<file path="config.mk">
export PLATFORM = sky130hd
export DESIGN_NAME = irq_wave_gen
export DESIGN_NICKNAME = d
export VERILOG_FILES = /design/src/rtl/irq_wave_pkg.sv /design/src/rtl/irq_wave_prescaler.sv /design/src/rtl/irq_wave_halfcnt.sv /design/src/rtl/irq_wave_gen.sv
export SDC_FILE = /design/constraint.sdc
export NUM_CORES = 1
export LEC_CHECK = 0
export CAP_MARGIN = 20
export CELL_PAD_IN_SITES_DETAIL_PLACEMENT = 1
export CELL_PAD_IN_SITES_GLOBAL_PLACEMENT = 1
export CORE_AREA = 3 3 84 86
export CTS_CLUSTER_DIAMETER = 30
export DETAILED_ROUTE_END_ITERATION = 16
export DIE_AREA = 0 0 87 89
export PLACE_DENSITY_LB_ADDON = 0.1
export SLEW_MARGIN = 20
export SYNTH_ARGS = -nofsm -noshare
export SYNTH_HDL_FRONTEND = slang
export SYNTH_SLANG_ARGS = --single-unit
</file>
<file path="constraint.sdc">
create_clock -name clk -period 2.8 [get_ports clk]
set_input_delay 0.42 -clock clk [delete_from_list [all_inputs] [get_ports clk]]
set_output_delay 0.42 -clock clk [all_outputs]
set_load 0.01 [all_outputs]
</file>
<file path="src/rtl/irq_wave_pkg.sv">
package irq_wave_pkg;
   localparam int unsigned MODE_W = 3;
   localparam logic [MODE_W-1:0] MODE_TOGGLE = 3'h7;
endpackage

</file>
<file path="src/rtl/irq_wave_prescaler.sv">
module irq_wave_prescaler #(
   parameter int unsigned PRESCALE = 520
) (
   input  logic clk,
   input  logic rst_n,
   input  logic clr,
   output logic tick
);
   initial begin
      if (PRESCALE < 1) $error("PRESCALE must be at least 1");
   end

   generate
      if (PRESCALE == 1) begin : g_pass
         assign tick = ~clr;
      end else begin : g_div
         localparam int unsigned PW = $clog2(PRESCALE);
         localparam logic [PW-1:0] LAST = PW'(PRESCALE - 1);
         logic [PW-1:0] div_q;

         always_ff @(posedge clk) begin
            if (!rst_n || clr) div_q <= '0;
            else if (div_q == LAST) div_q <= '0;
            else div_q <= div_q + 1'b1;
         end

         assign tick = (div_q == LAST) && !clr;

         AST_TICK_SPACING: assert property (@(posedge clk) disable iff (!rst_n)
            tick |=> !tick);
      end
   endgenerate
endmodule

</file>
<file path="src/rtl/irq_wave_halfcnt.sv">
module irq_wave_halfcnt #(
   parameter int unsigned COUNT_W = 16
) (
   input  logic               clk,
   input  logic               rst_n,
   input  logic               clr,
   input  logic               tick,
   input  logic [COUNT_W-1:0] limit,
   output logic               wrap
);
   logic [COUNT_W-1:0] cnt_q;

   assign wrap = tick && !clr && (cnt_q == limit);

   always_ff @(posedge clk) begin
      if (!rst_n || clr) cnt_q <= '0;
      else if (wrap) cnt_q <= '0;
      else if (tick) cnt_q <= cnt_q + 1'b1;
   end

   AST_CNT_BOUND: assert property (@(posedge clk) disable iff (!rst_n)
      !clr |=> (cnt_q <= limit));
endmodule

</file>
<file path="src/rtl/irq_wave_gen.sv">
module irq_wave_gen
   import irq_wave_pkg::*;
#(
   parameter int unsigned PRESCALE = 520,
   parameter int unsigned COUNT_W  = 16,
   parameter int unsigned DIAG_W   = 2,
   parameter int unsigned DATA_W   = 32
) (
   input  logic              clk,
   input  logic              rst_n,
   input  logic              wr_en,
   input  logic [DATA_W-1:0] wr_data,
   output logic [DATA_W-1:0] rd_data,
   input  logic              out_en,
   input  logic              dir_sel,
   output logic              pad_out,
   output logic              pad_oe
);
   localparam int unsigned MODE_LSB  = COUNT_W;
   localparam int unsigned DIAG_LSB  = MODE_LSB + MODE_W;
   localparam int unsigned LEVEL_BIT = DATA_W - 1;

   initial begin
      if (DIAG_LSB + DIAG_W > LEVEL_BIT) $error("fields overlap the level bit");
      if (COUNT_W < 1) $error("COUNT_W must be positive");
   end

   logic [COUNT_W-1:0] count_q;
   logic [MODE_W-1:0]  mode_q;
   logic [DIAG_W-1:0]  diag_q;
   logic               level_q;
   logic               run, clr, tick, wrap;

   always_ff @(posedge clk) begin
      if (!rst_n) begin
         count_q <= '0;
         mode_q  <= '0;
         diag_q  <= '0;
      end else if (wr_en) begin
         count_q <= wr_data[COUNT_W-1:0];
         mode_q  <= wr_data[MODE_LSB +: MODE_W];
         diag_q  <= wr_data[DIAG_LSB +: DIAG_W];
      end
   end

   assign run = (mode_q == MODE_TOGGLE);
   assign clr = wr_en || !run;

   irq_wave_prescaler #(.PRESCALE(PRESCALE)) u_pre (
      .clk(clk), .rst_n(rst_n), .clr(clr), .tick(tick)
   );

   irq_wave_halfcnt #(.COUNT_W(COUNT_W)) u_cnt (
      .clk(clk), .rst_n(rst_n), .clr(clr), .tick(tick),
      .limit(count_q), .wrap(wrap)
   );

   always_ff @(posedge clk) begin
      if (!rst_n || wr_en) level_q <= 1'b0;
      else if (wrap) level_q <= ~level_q;
   end

   always_comb begin
      rd_data = '0;
      rd_data[COUNT_W-1:0]        = count_q;
      rd_data[MODE_LSB +: MODE_W] = mode_q;
      rd_data[DIAG_LSB +: DIAG_W] = diag_q;
      rd_data[LEVEL_BIT]          = level_q;
   end

   assign pad_out = level_q;
   assign pad_oe  = out_en & dir_sel;

   AST_IDLE_LOW: assert property (@(posedge clk) disable iff (!rst_n)
      (mode_q != MODE_TOGGLE) |-> !level_q);
   AST_WRITE_CLEARS: assert property (@(posedge clk) disable iff (!rst_n)
      wr_en |=> !level_q);
   AST_TOGGLE_CAUSE: assert property (@(posedge clk) disable iff (!rst_n)
      (!$stable(level_q)) |-> ($past(tick) || $past(wr_en)));
endmodule

</file>
# Word-level counts from Yosys, hierarchy flattened
# Index checks and enable logic that the tools add are counted.
# classes
addsub	2
n_eq_ne	3
bitwise	2
n_reduce_logical	11
# op_table
op	count
adder 16 x 1 -> 16 bit, second input constant	1
== test 16 bit	1
adder 10 x 1 -> 10 bit, second input constant	1
== test 10 bit, second input constant	1
OR reduction 2 bit	2
== test 3 bit, second input constant	1
logical AND 1 bit	3
zero test 1 bit	3
logical OR 1 bit	3
bitwise AND 1 bit	1
inverter 1 bit	1
# word_totals
ff_bits	48
inputBits	37
out_inout_bits	34
wordCells	24

# Logic depth before layout (Yosys ltp)
# logic_depth
depth_word	8
ltp_mapped	8
mapped_depth_nobuf	6

# Cells and area by module
# From an unflattened synthesis, not the netlist that was laid out.
# hier_totals
cells_unflattened	239
hier_area_um2	2297.2
# by_module_without_submodules
module	instances	cells_per_inst	area_each_um2	seq_area_each_um2
irq_wave_gen	1	85	958.4	440.4
irq_wave_halfcnt	1	101	878.3	320.3
irq_wave_prescaler	1	53	460.4	200.2

# Least setup slack after synthesis
# No wires, ideal clock.
# synth_path
path_type	input-to-reg
start	input wr_en
end	register u_cnt.cnt_q[15]
setup_time_ns	0.115
arrival_ns	1.601
required_ns	2.685
path_slack_ns	1.084
cell_stages	8
path_buffers	3
path_cell_list	buf_2 and4b_1 and4_1 buf_6 nand3_4 o21bai_4 buf_4 nor2_1
# synth_via
elab_chain_len	6
elab_cells_between_ends	7
cone_classes	reduce/logical (7)
# synth_lines
item	line_no	text
start, declared	irq_wave_gen.sv:11	input logic wr_en,
logical OR 1 bit *	irq_wave_gen.sv:47	assign clr = wr_en || !run;
zero test 1 bit	irq_wave_prescaler.sv:27, irq_wave_halfcnt.sv:13	
logical AND 1 bit	irq_wave_prescaler.sv:27	assign tick = (div_q == LAST) && !clr;
logical AND 1 bit (2 in series)	irq_wave_halfcnt.sv:13	assign wrap = tick && !clr && (cnt_q == limit);
OR reduction 2 bit (no line)	--	
end signal, assigned	irq_wave_halfcnt.sv:18	else if (tick) cnt_q <= cnt_q + 1'b1;
end, declared	irq_wave_halfcnt.sv:11	logic [COUNT_W-1:0] cnt_q;
# Every way passes the cells marked *; elsewhere a longest branch is shown, timed or not.
# A chain may end at the register's enable or synchronous reset.

# Final worst setup path
# layout_path
start	input out_en
end	output pad_oe
# layout_via
elab_chain_len	1
# layout_lines
item	line_no	text
start, declared	irq_wave_gen.sv:14	input logic out_en,
bitwise AND 1 bit	irq_wave_gen.sv:72	assign pad_oe = out_en & dir_sel;
end, declared	irq_wave_gen.sv:17	output logic pad_oe
# Every way passes these cells.

==> results.cfg <==
[floorplan]
die_h_um = 89
fp-row-count = 29
die_area_um2 = 7743
die_w_um = 87
pin_count = 71
start_util = 0.3645
coreArea_um2 = 6350

[place]
portBuffers = 49
hpwl_mm = 3.809
place_ws_ns = 0.5285
gp_congestion = 0.7615

[synthesis]
synth.area.top_cells = dfxtp_1, xor2_1, mux2i_1, nor2b_1, nor2_1
ys_warn_count = 0
synth_adder_area_share = 0.01081
avgSynthCellArea_um2 = 9.685
synth_top_area_cell = dfxtp_1
ys_ff_latch = 48
ys_top_cells_by_count = dfxtp_1, xor2_1, nor2_1, mux2i_1, nor2b_1
yosysMostFrequentCell = dfxtp_1
synth-simple-area-share = 0.2541
synth_xor_area_frac = 0.1476
ys_seq_area_frac = 0.4151
synth_enable_flop_cells = 0
synth_compound_area_frac = 0.01622
synth_top_area_frac = 0.4151
synth_top_family_by_area = simple AND/OR/NAND/NOR gates
syn_area_um2 = 2315
syn_inst = 239
muxShareOfSynthArea = 0.09514
synthDistinctLibCells = 35
async_reset_ff_frac = 0
synth_flop_cell = dfxtp_1

[min_path]
min-delay-start = u_pre.g_div.div_q[0]
whs_endpoint = u_pre.g_div.div_q[0]
holdCritPathClass = reg -> reg
whs_path_depth = 1

[clock_tree]
clk_pin_slew_ns = 0.08
cts_sinks = 48
cts_tree = built
cts_setup_buffers = 0
cts.hold.buffers_added = 0
cts_buffers = 5
h-tree-depth = 2
ctsResizeCount = 0
cts-root-buf = clkbuf_8
clk_latency_ns = 0.30
clk_path_buf_depth = 2

[grt]
grtUsageTotal = 0.1373
grt_pass1_vias = 1787
grt_max_degree = 24
antenna_found_initial = 0
grt_first_pass_wirelength_mm = 8.314
overflow = 0

[final_layout]
multi_input_area_um2 = 1250
layout.area.seq_um2 = 960.9
area_delta_synth_final_pct = 25.89
layout-drive-gt1-share = 0.05556
antenna_cells = 0
fill_cells = 741
finalNetCount = 326

[sta]
fin_tns_setup_ns = 0
hold_viol_final = 0
rsz0062_at_grt = false
layout_setup_ws_ns = 0.8671
max_freq_mhz = 517.4
finalSetupViolations = 0
finClkSkew_ns = 0.003739
whs_ns = 0.4653
fin_crit_sh = 0.6903
slew_violations = 0
fin_crit_ns = 1.933

[critical_path]
worstPathCellList = clkdlybuf4s50_1 -> and2_1 -> clkdlybuf4s50_1
path_class = in -> out
reg2reg_from = u_pre.g_div.div_q[0]
path_max_fanout = 1
path_buf_inv = 2
r2r-end = u_cnt.cnt_q[11]
cp-end-kind = primary output
crit_path_start_kind = input pin
required_ns = 2.38
path_common_cell = clkdlybuf4s50_1
slowest_stage = clkdlybuf4s50_1
critPathArrivalTime_ns = 1.51
r2r_slack_ns = 0.94
critPathMaxStageDelay_ns = 0.53
cp_top_family = buffers and inverters
r2r_cells = 6

[power]
powerDensity_nw_per_um2 = 444.4
p_leak_nw = 1.143
peakVddDrop_mv = 0.2163

[route]
drcViolationCount = 0
num_vias = 1762
viasPerCell = 4.827
ant_nets = 0
first_pass_iters = 4
wl_mm = 5.090
drt-initial-drc-count = 44
wl_per_cell_um = 13.95

[outcome]
status = finished clean

[job]
drv_cap = 0
-- report_power, final --
part           switching (mW)  internal, mW  leakage [nW]
sequential             0.0171         0.700         0.391
combinational          0.0609        0.0938         0.707
clock                   0.221         0.202        0.0455
total                   0.299         0.996          1.14
-- how the worst max path moves through the flow --
| stage | from | endpoint | cells past startpoint |
|---|---|---|---|
| global placement | wr_en | u_cnt.cnt_q[15] | 6 |
| detailed placement | wr_en | u_cnt.cnt_q[6] | 6 |
| floorplan | wr_en | u_cnt.cnt_q[15] | 8 |
| global route | u_pre.g_div.div_q[0] | u_cnt.cnt_q[4] | 6 |
| finish | out_en | pad_oe | 3 |
| CTS | out_en | pad_oe | 3 |
-- per-stage QoR --
| stage | total power, mW | std cells | utilization | area, um2 |
|---|---|---|---|---|
| 6_report | 1.295 | 365 | 0.4589 | 2914 |
| 5_1_grt | 1.362 | 365 | 0.4589 | 2914 |
| 4_1_cts | 1.325 | 365 | 0.4589 | 2914 |
| 3_5_place_dp | 0.8905 | 357 | 0.4447 | 2824 |
| 3_3_place_gp | 0.8889 | 357 | 0.4447 | 2824 |
| 2_1_floorplan | 0.8132 | 248 | - | 2349 |
-- area by class of cell --
cell class                      count  share of cell area
Clock buffer                        8             0.03091
Inverter                            1            0.001288
Multi-Input combinational cell    179              0.4289
Sequential cell                    48              0.3298
Tap cell                           77             0.03306
Timing Repair Buffer               52              0.1760
-- flip-flops by register name, indices dropped and copies added, names as in the netlist --
signal and count:
mode_q 3, u_cnt.cnt_q 16, u_pre.g_div.div_q 10, pad_out 1
diag_q 2, count_q 16
-- worst reg2reg max path: stages (launching register included) --
cell and delay, ns:
dfxtp_1 0.38, ha_1 0.22, and3b_1 0.21, and4_1 0.32, nand3_4 0.11, o21bai_4 0.40, nor2_1 0.10
-- placed cells by master, fill, tap and decap left out, types with 2 or more instances in the layout --
cell type / n
nand3_1: 10
mux2i_1: 22
xnor2_1: 8
nor4_1: 3
nand4_1: 8
clkbuf_8: 6
dfxtp_1: 48
clkdlybuf4s50_1: 49
nand2_1: 9
nor4_2: 2
and4_1: 3
ha_1: 2
clkbuf_1: 2
xor2_1: 31
nor2b_1: 22
nor3_1: 2
conb_1: 10
nor2_1: 28
and2_1: 3
and3_1: 4
buf_4: 3
-- routing by layer --
layer	up-vias	global-route usage	share of wire
met5	-	0	0
li1	880	-	-
met2	45	0.2312	0.48
met1	831	0.1686	0.44
met3	6	0.03871	0.063
met4	0	0.04674	0.015
-- cells by family after synthesis --
family | Yosys count
simple gates | 102
flops | 48
xor+xnor | 39
mux | 22
buf+inv | 21
compound gates | 4
fa+ha+maj | 2
other cells | 1
No activity file was read; power rests on OpenSTA's default activity.
